`config.mk`:
```
export PLATFORM = sky130hd
export DESIGN_NAME = div_param_encoder
export DESIGN_NICKNAME = d
export VERILOG_FILES = /design/src/rtl/divenc_pkg.sv /design/src/rtl/div_field_calc.sv /design/src/rtl/div_word_pack.sv /design/src/rtl/div_param_encoder.sv
export SDC_FILE = /design/constraint.sdc
export NUM_CORES = 1
export LEC_CHECK = 0
export ABC_CLOCK_PERIOD_IN_PS = 2100
export BUFFER_PORTS_ARGS = -buffer_cell sky130_fd_sc_hd__buf_2
export CAP_MARGIN = 20
export CORE_MARGIN = 3
export CORE_UTILIZATION = 35
export DETAILED_ROUTE_END_ITERATION = 12
export MAX_ROUTING_LAYER = met4
export SLEW_MARGIN = 20
export SYNTH_ARGS = -nofsm -noshare
export SYNTH_HDL_FRONTEND = slang
export SYNTH_HIERARCHICAL = 1
export SYNTH_SLANG_ARGS = --single-unit
```
`constraint.sdc`:
```
create_clock -name clk -period 2.1 [get_ports clk]
set_input_delay 0.42 -clock clk [delete_from_list [all_inputs] [get_ports clk]]
set_output_delay 0.42 -clock clk [all_outputs]
set_load 0.01 [all_outputs]
```
`src/rtl/divenc_pkg.sv`:
```
// Package: shared widths, word bit positions and the field bundle for the
// divider counter field encoder.
package divenc_pkg;
    parameter int DIV_W   = 8;   // integer divider width
    parameter int FRAC_W  = 3;   // fraction width (eighths)
    parameter int WORD_W  = 16;  // configuration word width
    parameter int CNTF_W  = 6;   // count width carried in a word

    // bit positions inside the configuration words
    parameter int W0_HIGH_LSB  = 6;
    parameter int W1_FRAC_LSB  = 12;
    parameter int W1_FEN_BIT   = 11;
    parameter int W1_WFR_BIT   = 10;
    parameter int W1_EDGE_BIT  = 7;
    parameter int W1_NOCNT_BIT = 6;
    parameter int W2_PHASE_LSB = 11;
    parameter int W2_WFF_BIT   = 10;

    typedef struct packed {
        logic              err;
        logic              nocount;
        logic [DIV_W-1:0]  high;
        logic [DIV_W-1:0]  low;
        logic              edge_b;
        logic              frac_en;
        logic [FRAC_W-1:0] frac;
        logic              wf_r;
        logic              wf_f;
        logic [FRAC_W-1:0] phase;
    } div_fields_t;
endpackage

```
`src/rtl/div_field_calc.sv`:
```
// div_field_calc: combinational mapping of a divider request (integer part
// plus eighths) to counter-control fields. Assumes inputs are stable for the
// cycle they are sampled; no state.
module div_field_calc
    import divenc_pkg::*;
(
    input  logic [DIV_W-1:0]  req_div,
    input  logic [FRAC_W-1:0] req_frac,
    output div_fields_t       fields
);
    logic [DIV_W-1:0] half;
    logic             odd;
    logic             frac_one;

    // helper terms shared by every mode
    always_comb begin
        half     = req_div >> 1;
        odd      = req_div[0];
        frac_one = (req_frac == FRAC_W'(1));
    end

    // mode decode and field derivation
    always_comb begin
        fields = '0;
        if (req_div == '0) begin
            fields.err = 1'b1;
        end else if (req_div == DIV_W'(1)) begin
            fields.nocount = 1'b1;
        end else if (req_frac == '0) begin
            fields.high   = half;
            fields.edge_b = odd;
            fields.low    = req_div - half;
        end else begin
            fields.frac_en = 1'b1;
            fields.frac    = req_frac;
            fields.edge_b  = odd;
            fields.high    = odd ? half : half - DIV_W'(1);
            fields.wf_r    = ~odd;
            fields.low     = (~odd | frac_one) ? half - DIV_W'(1) : half;
            fields.wf_f    = ((~odd) ^ frac_one) |
                             ((req_div == DIV_W'(2)) & frac_one);
            fields.phase   = {odd, req_frac[FRAC_W-1:1]};
        end
    end
endmodule

```
`src/rtl/div_word_pack.sv`:
```
// div_word_pack: places counter fields into the three configuration words.
// Assumes counts wider than the word slot are truncated to their low bits.
module div_word_pack
    import divenc_pkg::*;
(
    input  div_fields_t        fields,
    output logic [WORD_W-1:0]  word0,
    output logic [WORD_W-1:0]  word1,
    output logic [WORD_W-1:0]  word2
);
    // assemble each word from its fields at fixed bit positions
    always_comb begin
        word0 = '0;
        word0[W0_HIGH_LSB +: CNTF_W] = fields.high[CNTF_W-1:0];
        word0[0 +: CNTF_W]           = fields.low[CNTF_W-1:0];

        word1 = '0;
        word1[W1_FRAC_LSB +: FRAC_W] = fields.frac;
        word1[W1_FEN_BIT]            = fields.frac_en;
        word1[W1_WFR_BIT]            = fields.wf_r;
        word1[W1_EDGE_BIT]           = fields.edge_b;
        word1[W1_NOCNT_BIT]          = fields.nocount;

        word2 = '0;
        word2[W2_PHASE_LSB +: FRAC_W] = fields.phase;
        word2[W2_WFF_BIT]             = fields.wf_f;
    end
endmodule

```
`src/rtl/div_param_encoder.sv`:
```
// div_param_encoder: registered divider counter field encoder. Samples a
// request on in_valid, presents fields and packed words one cycle later with
// out_valid, and holds them until the next request. Synchronous active-low
// reset clears every output.
module div_param_encoder
    import divenc_pkg::*;
(
    input  logic              clk,
    input  logic              rst_n,
    input  logic              in_valid,
    input  logic [7:0]        in_div,
    input  logic [2:0]        in_frac,
    output logic              out_valid,
    output logic              out_err,
    output logic [7:0]        out_high,
    output logic [7:0]        out_low,
    output logic              out_edge,
    output logic              out_nocount,
    output logic              out_frac_en,
    output logic [2:0]        out_frac,
    output logic              out_wf_rise,
    output logic              out_wf_fall,
    output logic [2:0]        out_phase,
    output logic [15:0]       out_word0,
    output logic [15:0]       out_word1,
    output logic [15:0]       out_word2
);
    div_fields_t next_f;
    div_fields_t held_f;
    logic        valid_q;

    div_field_calc u_calc (
        .req_div  (in_div),
        .req_frac (in_frac),
        .fields   (next_f)
    );

    // capture the request result and the strobe
    always_ff @(posedge clk) begin
        if (!rst_n) begin
            held_f  <= '0;
            valid_q <= 1'b0;
        end else begin
            valid_q <= in_valid;
            if (in_valid) held_f <= next_f;
        end
    end

    div_word_pack u_pack (
        .fields (held_f),
        .word0  (out_word0),
        .word1  (out_word1),
        .word2  (out_word2)
    );

    // fan the held fields out to the ports
    always_comb begin
        out_valid   = valid_q;
        out_err     = held_f.err;
        out_high    = held_f.high;
        out_low     = held_f.low;
        out_edge    = held_f.edge_b;
        out_nocount = held_f.nocount;
        out_frac_en = held_f.frac_en;
        out_frac    = held_f.frac;
        out_wf_rise = held_f.wf_r;
        out_wf_fall = held_f.wf_f;
        out_phase   = held_f.phase;
    end

    assert_err_zero_R1: assert property (@(posedge clk) disable iff (!rst_n)
        out_err |-> (out_high == '0 && out_low == '0 && !out_nocount &&
                     !out_frac_en && out_word0 == '0 && out_word1 == '0 &&
                     out_word2 == '0));

    assert_bypass_only_R2: assert property (@(posedge clk) disable iff (!rst_n)
        out_nocount |-> (!out_err && out_high == '0 && out_low == '0 &&
                         !out_edge && !out_frac_en && out_phase == '0));

    assert_int_sum_R3: assert property (@(posedge clk) disable iff (!rst_n)
        (in_valid && in_div > 8'd1 && in_frac == '0) |=>
        (out_high + out_low == $past(in_div)));

    assert_frac_nonzero_R4: assert property (@(posedge clk) disable iff (!rst_n)
        out_frac_en |-> (out_frac != '0));

    assert_wf_rise_R5: assert property (@(posedge clk) disable iff (!rst_n)
        out_wf_rise |-> (out_frac_en && !out_edge));

    assert_phase_edge_R8: assert property (@(posedge clk) disable iff (!rst_n)
        out_frac_en |-> (out_phase[2] == out_edge));

    assert_strobe_R12: assert property (@(posedge clk) disable iff (!rst_n)
        in_valid |=> out_valid);

    assert_no_stray_R12: assert property (@(posedge clk) disable iff (!rst_n)
        !in_valid |=> !out_valid);

    assert_hold_R13: assert property (@(posedge clk) disable iff (!rst_n)
        ($past(rst_n) && !$past(in_valid)) |->
        ($stable(out_word0) && $stable(out_word1) && $stable(out_word2) &&
         $stable(out_err)));
endmodule

```
# Word-level counts from Yosys, hierarchy flattened

Index checks and enable logic that the tools add are counted.

Bitwise gates (word level): 5
Eq/ne operators: 3
Order comparisons: 0
Add/sub/neg operators: 2
Mux-type cells: 8
Reductions and logical operators: 2
Multiply operators: 0
Shifts and indexed selects: 0
Div/mod/pow operators: 0

Operator list:

| operator                                          | count |
|---|---|
| two-way mux 27 bit                                | 1 |
| two-way mux 26 bit                                | 1 |
| two-way mux 17 bit                                | 1 |
| two-way mux 8 bit                                 | 2 |
| two-way mux 9 bit                                 | 1 |
| == test 8 x 1 -> 1 bit (second input constant)    | 1 |
| == test 8 x 2 -> 1 bit (second input constant)    | 1 |
| logical NOT 8 bit                                 | 1 |
| subtractor 7 x 1 -> 8 bit (second input constant) | 1 |
| subtractor 8 x 7 -> 8 bit                         | 1 |
| == test 3 x 1 -> 1 bit (second input constant)    | 1 |
| logical NOT 3 bit                                 | 1 |
| two-way mux 1 bit                                 | 2 |
| OR 1 bit                                          | 2 |
| bitwise AND 1 bit                                 | 1 |
| inverter 1 bit                                    | 1 |
| XOR 1 bit                                         | 1 |

Register bits: 29
Latch bits: 0
Memories: 0
RAM bits: 0
Input port bits: 14
Logic and storage cells: 31
Memory bits (read-only): 0
Output and inout bits: 77

# Depth between registers and ports, before layout

Gate-level depths: netlist (run 1).

Word-level depth: 6
Gate-level depth with buffers: 11
Mapped depth without buffers: 11

# By module

Netlist (run 1), hierarchy kept.

Modules (own cells, without submodules):

| module            | sequential area each (um^2) | times used | area an instance (um^2) | cells each |
|---|---|---|---|---|
| div_param_encoder | 580.6                       | 1          | 1,093.5                 | 92 |
| div_field_calc    | 0.0                         | 1          | 973.4                   | 144 |
| div_word_pack     | 0.0                         | 1          | 364.1                   | 49 |

# Least setup slack after synthesis (run 1)

OpenSTA, ideal clock, no wires.

Kind: input to register
Start point: input port in_div[3]
End point: register held_f, in the netlist out_low[7]
Buffers on the path: 0
Data arrival time: 2.046 ns
Cell stages on the path: 9
Data required time: 2.035 ns
Setup time: 0.065 ns
Setup slack: -0.011 ns
Path through: inv_1 -> ha_1 -> or3b_1 -> a311oi_1 -> a31oi_1 -> mux2_1 -> o41ai_1 -> mux2i_1 -> nor2b_1

RTL lines:

| element                | line                    | text |
|---|---|---|
| start: declaration     | div_param_encoder.sv:11 | `input logic [7:0] in_div,` |
| end signal: assignment | div_param_encoder.sv:45 | `if (in_valid) held_f <= next_f;` |
| end: declaration       | div_param_encoder.sv:29 | `div_fields_t held_f;` |

==> results of run 1 <==
-- tightest hold or removal path: cells and delay by family (launching register included) --
kind / cells / cell delay, ns
mux: 1 / 0.06
flops: 1 / 0.32
simple gates: 1 / 0.09
-- metrics by stage --
step,utilization,instances,hold WS (ns),area (µm²),total power (µW)
after floorplan,-,309,0.538,2530,986
after detailed placement,0.435,435,0.507,2840,1100
final,0.452,443,0.513,2950,1590
after global routing,0.452,443,0.564,2950,1710
after CTS,0.451,443,0.525,2950,1620
after global placement,0.435,435,0.503,2840,1090
-- area by class of cell --
class,count,area (µm²),area share
multi-input cells,206,1470,0.497
repair buffers,109,656,0.222
flip-flops and latches,29,581,0.197
clock buffers,7,96.3,0.0326
well taps,77,96.3,0.0326
inverters,14,52.6,0.0178
clock inverters,1,5.00,0.00169
-- power breakdown --
group          switching, µW  internal (µW)
Sequential              21.3            586
Clock                    212            296
Combinational            249            229
-- flip-flops by register name, summed over array words and instances (netlist names) --
name         flops
out_edge         1
out_err          1
out_frac         3
out_frac_en      1
out_high         8
out_low          8
out_nocount      1
out_phase        3
out_valid        1
out_wf_fall      1
out_wf_rise      1
-- worst paths after layout --
| check | slack, ns | cells past startpoint | to |
|---|---|---|---|
| worst max-delay path | 0.14 | 10 | out_low[7]$_SDFFE_PN0P_ |
| worst min-delay path | 0.51 | 2 | out_low[6]$_SDFFE_PN0P_ |
| worst max register to register | 1.49 | 2 | out_edge$_SDFFE_PN0P_ |
| worst min register to register | 0.51 | 2 | out_low[6]$_SDFFE_PN0P_ |
-- cells in the final DEF, fill, tap and decap left out, types with 2 or more instances in the layout --
cell type / count
buf_2: 65
buf_4: 44
nor2b_1: 32
mux2i_1: 29
dfxtp_1: 29
conb_1: 25
nor2_1: 23
ha_1: 19
inv_1: 14
xnor2_1: 14
nand2_1: 10
a21oi_1: 8
clkbuf_8: 7
nand3_1: 6
a211oi_1: 5
and2_1: 4
nor3_1: 4
nand2b_1: 3
o21ai_0: 2
-- layer usage --
layer | part of all wire | wire length, µm | vias up | global-route usage
met1 | 0.48 | 2500 | 844 | 0.184
li1 | - | - | 1020 | -
met4 | 0.015 | 80 | 0 | 0.0487
met2 | 0.47 | 2420 | 47 | 0.227
met3 | 0.039 | 202 | 5 | 0.0276
met5 | 0 | 0 | - | -
-- cells by family after synthesis --
group | after synthesis | synth area share
xor gates and xnor gates | 15 | 0.0540
other | 1 | 0.00154
DFF | 29 | 0.239
and+or+nand+nor | 90 | 0.198
buffers and inverters | 74 | 0.203
adders and majority gates | 21 | 0.111
muxes | 30 | 0.124
AOI/OAI and AO/OA | 25 | 0.0690
==> results.txt, run 1 <==
Status: finished, final reports clean
Layout Nets: 400
Skew-Pair Late Insertion Delay: 0.28 ns
Hold-fix buffers, CTS: 0
Post-route ant nets: 0
GRT Util Overall: 0.144
Main area contributors after synthesis: dfxtp_1 (24%), buf_4 (16%), mux2i_1 (12%), ha_1 (10%), nor2b_1 (8.2%)
Top cells by count, synth: buf_4 (51), nor2b_1 (32), dfxtp_1 (29), mux2i_1 (29), nor2_1 (23)
Slew Limit Headroom: 0.665
FMAX: 0.511 GHz
# rows: 29
Placeable Area: 0.00653 mm²
Pre-CTS setup slack: -0.204 ns
RSZ-0062 raised after global routing: no
Crit-path max FO: 3
Main synth FF type: dfxtp_1
Synth area leader: dfxtp_1
Remaining DRCs: 0
Post-CTS Setup Bufs: 0
Post-DP HPWL: 4280 µm
CP endpoint kind: register
GR Overflow Total: 0
Vias: 1916
Layout cells sized above 1: 0.333
Iter 0 DRT Violations: 42
CP Class: input pin to register
H-tree levels: 2
Synth Instances: 285
Gates resized, CTS repair: 0
Crit path DAT: 2.18 ns
Worst vdd rail ir drop: 0.202 mV
Die Width: 89.3 µm
DR pass1 iterations: 4
Vias/cell: 4.33
Netlist cell types: 40
Filler cells: 681
CTS tree: yes
Setup WS post-layout: 0.143 ns
Slew @ Worst Pin: 0.500 ns
Async set-reset flop share out of synthesis: 0
Count leader, synth: buf_4
DR WL/cell: 11.8 µm
Slowest CP cell: or3b_1
Area Growth Syn to Fin: 21.5%
Mean post-synth cell area: 8.53 µm²
Pwr/cell area: 539 mW/mm²
Hold WC Path Type: register to register
Final WL: 5210 µm
Tmin final: 1.96 ns
Leak: 0.00154 µW
Total CTS buffers: 5
Ant. Diodes: 0
Max-slew violations: 0
Final setup viols: 0
I/O Buffers: 65
Yosys warns: 6
CTS root buffer: clkbuf_8
Clk slew on worst S/H paths: 0.06 ns
Max Root-Sink Buffers: 2
Top-area cell type share of the netlist area: 0.239
Die height: 89.3 µm
Final RePlAce weighted congestion: 0.867
Initial antenna violation count: 0
Fin Setup TNS: 0 ns
Worst Path Buf+Inv: 2
Hold Violations, Final: 0
Crit path cell chain: buf_2, inv_1, ha_4, or3b_1, a311oi_1, a31oi_1, mux2_1, o41ai_1, mux2i_1, nor2b_1
Die footprint: 0.00798 mm²
Slowest stage delay, CP: 0.37 ns
Largest net degree at the start of global routing: 30
CP startpoint kind: input pin
Vias in the first global route: 1798
Cell area after synthesis: 0.00243 mm²
I/O Pins: 91
Final Cycle Share: 0.932
#FFs+latches synth: 29
Worst setup path startpoint: in_div[4]
Clk sinks: 29
Register area share after synthesis: 0.239
EDFF count, synth: 0
Initial Util: 0.372
Max-cap violation count: 0
First-pass GRT wire length: 8580 µm
Crit-path leading delay family: simple AND/OR/NAND/NOR gates
RR Startpoint: out_edge$_SDFFE_PN0P_
WP data required: 2.32 ns
Hold path startpoint: out_low[6]$_SDFFE_PN0P_
Clk_skew: 0 ns
No activity file was read; power rests on OpenSTA's default activity.
==> run 2: changes to the inputs <==
--- a/config.mk
+++ b/config.mk
@@ -5,13 +5,14 @@
 export SDC_FILE = /design/constraint.sdc
 export NUM_CORES = 1
 export LEC_CHECK = 0
-export ABC_CLOCK_PERIOD_IN_PS = 2100
+export ABC_CLOCK_PERIOD_IN_PS = 1800
 export BUFFER_PORTS_ARGS = -buffer_cell sky130_fd_sc_hd__buf_2
 export CAP_MARGIN = 20
 export CORE_MARGIN = 3
 export CORE_UTILIZATION = 35
 export DETAILED_ROUTE_END_ITERATION = 12
 export MAX_ROUTING_LAYER = met4
+export RECOVER_POWER = 25
 export SLEW_MARGIN = 20
 export SYNTH_ARGS = -nofsm -noshare
 export SYNTH_HDL_FRONTEND = slang
==> constraint.sdc (replaced) <==
create_clock -name clk -period 1.8 [get_ports clk]
set_input_delay 0.36 -clock clk [delete_from_list [all_inputs] [get_ports clk]]
set_output_delay 0.36 -clock clk [all_outputs]
set_load 0.01 [all_outputs]
==> run 2 against run 1 <==
The run now ends with setup timing left. Count of clock-buffer cells in the layout up 1. Clock skew unchanged. Power up 18%. Worst setup slack worse by 0.18 ns. Flip-flop and latch count unchanged. Sequential power up 17%. Cell area up 12%. Non-clock buffer count up 15. Hold slack better by 0.0052 ns. Final cell count up 3.4%. Global-route usage up 0.60 points. Combinational power up 40%. Critical endpoint unchanged.
==> results.txt, run 2 (synthesis gave the netlist of run 1 again) <==
Status: finished, violations left
Failing checks: setup timing
Area Growth Syn to Fin: 36.0%
Vias/cell: 4.36 (+0.91%)
Die Width: 89.3 µm (unchanged)
P_int: 1290 µW (+17%)
H-tree levels: 2 (unchanged)
Crit path cell chain: buf_8, inv_8, ha_4, or3b_4, a311oi_2, a31oi_2, mux2_4, o41ai_4, mux2i_1, nor2b_1
RSZ-0062 raised after global routing: yes
Total CTS buffers: 5 (unchanged)
Pwr/cell area: 568 mW/mm² (+5.4%)
FMAX: 0.545 GHz
Max Root-Sink Buffers: 2 (unchanged)
CTS root buffer: clkbuf_8
WP data required: 2.01 ns (-0.31 ns)
Most common cell after layout, fill and taps aside: buf_2
GR Overflow Total: 0 (unchanged)
Post-route ant nets: 0 (unchanged)
Final WL: 5720 µm (+9.8%)
Ant. Diodes: 0 (unchanged)
CP startpoint kind: input pin
RR Startpoint: out_wf_rise$_SDFFE_PN0P_
Switching power total: 585 µW (+21%)
# rows: 29 (unchanged)
Skew-Pair Late Insertion Delay: 0.27 ns (about the same)
Clk_skew: 0 ns (unchanged)
Reg2Reg Capture Point: out_wf_rise$_SDFFE_PN0P_
CP endpoint: out_low[7]$_SDFFE_PN0P_
Max-slew violations: 0 (unchanged)
GRT Max-Usage Layer: met2
Clk sinks: 29 (unchanged)
Largest net degree at the start of global routing: 30 (unchanged)
Worst setup path startpoint: in_div[4]
I/O Pins: 91 (unchanged)
Layout cells sized above 1: 0.433 (+0.0997)
Min-Delay Path Depth: 2 (unchanged)
Worst vdd rail ir drop: 0.234 mV (+16%)
Initial antenna violation count: 0 (unchanged)
Vias: 1999 (+4.3%)
Crit-path max FO: 3 (unchanged)
Remaining DRCs: 0 (unchanged)
Clk slew on worst S/H paths: 0.06 ns (about the same)
Post-DP HPWL: 4480 µm (+4.7%)
Slowest stage delay, CP: 0.38 ns (about the same)
Vias in the first global route: 1890 (+5.1%)
I/O Buffers: 65 (unchanged)
Critical path depth: 10 (unchanged)
Leak: 0.00165 µW (+6.9%)
Comb pwr share: 0.356 (+0.056)
Post-placement cell count: 445 (+2.3%)
Iter 0 DRT Violations: 49 (+17%)
Die height: 89.3 µm (unchanged)
Worst R2R Path Depth: 2 (unchanged)
Initial Util: 0.372 (unchanged)
Hold WC Path Type: register to register
Final setup viols: 1 (+1)
CP Class: input pin to register
Layout Nets: 415 (+3.8%)
Met3 GRT Util: 0.0295 (+0.00184)
CP endpoint kind: register
CTS tree: yes
Final RePlAce weighted congestion: 0.945 (+9.0%)
Hold Slack: 0.518 ns (+0.00516 ns)
Met2 Use GR: 0.253 (+0.0255)
Max-cap violation count: 0 (unchanged)
Clock Power Share: 0.266 (-0.053)
Slowest CP cell: or3b_4
GRT Util Overall: 0.150 (+0.00602)
Commonest non-fill, non-tap cells in the layout: buf_2 (60), buf_4 (57), mux2i_1 (29), nor2b_1 (29), dfxtp_1 (29)
Register share of total power: 0.378 (-0.003)
DR pass1 iterations: 4 (unchanged)
Final Cycle Share: 1.02
Util after Layout: 0.506 (+0.0540)
Crit path DAT: 2.05 ns (-0.13 ns)
Die footprint: 0.00798 mm² (unchanged)
Fin cells: 458 (+3.4%)
Placeable Area: 0.00653 mm² (unchanged)
Tmin final: 1.84 ns
First-pass GRT wire length: 8900 µm (+3.7%)
Hold Violations, Final: 0 (unchanged)
Routing usage on met1: 0.180 (-0.00326)
Worst Path Buf+Inv: 2 (unchanged)
DR WL/cell: 12.5 µm (+6.2%)
Switching Fraction: 0.311 (+0.00868)
Setup WS post-layout: -0.0355 ns (-0.179 ns)
Flop2flop setup slack: 1.16 ns (-0.33 ns)
Crit-path leading delay family: simple AND/OR/NAND/NOR gates
==> run 2: changes by cell type in the layout (fill, tap and decap cells not counted), sizes merged <==
cell      previous run  this run
clkinv               1         0
clkinvlp             0         1
clkbuf               7         8
inv                 14        13
buf                109       124
==> run 2: per-stage QoR <==
step	setup TNS [ns]	total power, µW	instance area, µm²	worst slack (ns)
global placement	-3.97	1300	2960	-0.385
finish	-0.0355	1880	3310	-0.0355
global route	-0.251	2010	3310	-0.106
detailed placement	-4.82	1310	2960	-0.435
floorplan	-0.216	1160	2570	-0.172
CTS	-0.0692	1850	3140	-0.0692
==> run 2: repair_timing <==
item                       4_1_cts  5_1_grt
hold buffers                     0        0
resized for setup               20       34
pin swaps                        4        8
buffers inserted                 3        2
setup endpoints to repair        4        7
cloned                           0        0
==> run 2: final cells by class <==
class / instances / area, µm²
Clock buffer: 8 / 80.1
Timing Repair Buffer: 124 / 832
Fill cell: 650 / 3220
Multi-Input combinational cell: 206 / 1640
Inverter: 14 / 82.6
Tap cell: 77 / 96.3
Sequential cell: 29 / 581
==> run 2: power by group through the flow <==
| stage | Combinational [µW] | Sequential (µW) | Clock [µW] |
|---|---|---|---|
| global route | 739 | 716 | 555 |
| detailed placement | 584 | 725 | 0 |
| floorplan | 413 | 742 | 0 |
| CTS | 608 | 711 | 526 |
| global placement | 579 | 723 | 0 |
| finish | 669 | 709 | 501 |
==> run 2: per-layer routing <==
metal,up-vias,share of wire,wire length [µm]
met1,894,0.44,2520
li1,1044,-,-
met4,0,0.011,63
met5,-,0,0
met3,4,0.054,307
met2,57,0.49,2830
==> run 2: worst min-delay path by stage <==
stage	startpoint	end	slack, ns
floorplan	out_high[7]$_SDFFE_PN0P_	out_high[7]$_SDFFE_PN0P_	0.54
global placement	out_high[6]$_SDFFE_PN0P_	out_high[6]$_SDFFE_PN0P_	0.50
detailed placement	out_err$_SDFFE_PN0P_	out_err$_SDFFE_PN0P_	0.51
CTS	out_err$_SDFFE_PN0P_	out_err$_SDFFE_PN0P_	0.53
global route	out_high[6]$_SDFFE_PN0P_	out_high[6]$_SDFFE_PN0P_	0.55
finish	out_high[6]$_SDFFE_PN0P_	out_high[6]$_SDFFE_PN0P_	0.52
==> run 2: worst register-to-register path, cell delays in order, from the launching register on <==
cell	delay, ns
dfxtp_1	0.32
mux2i_1	0.14
nor2b_1	0.07
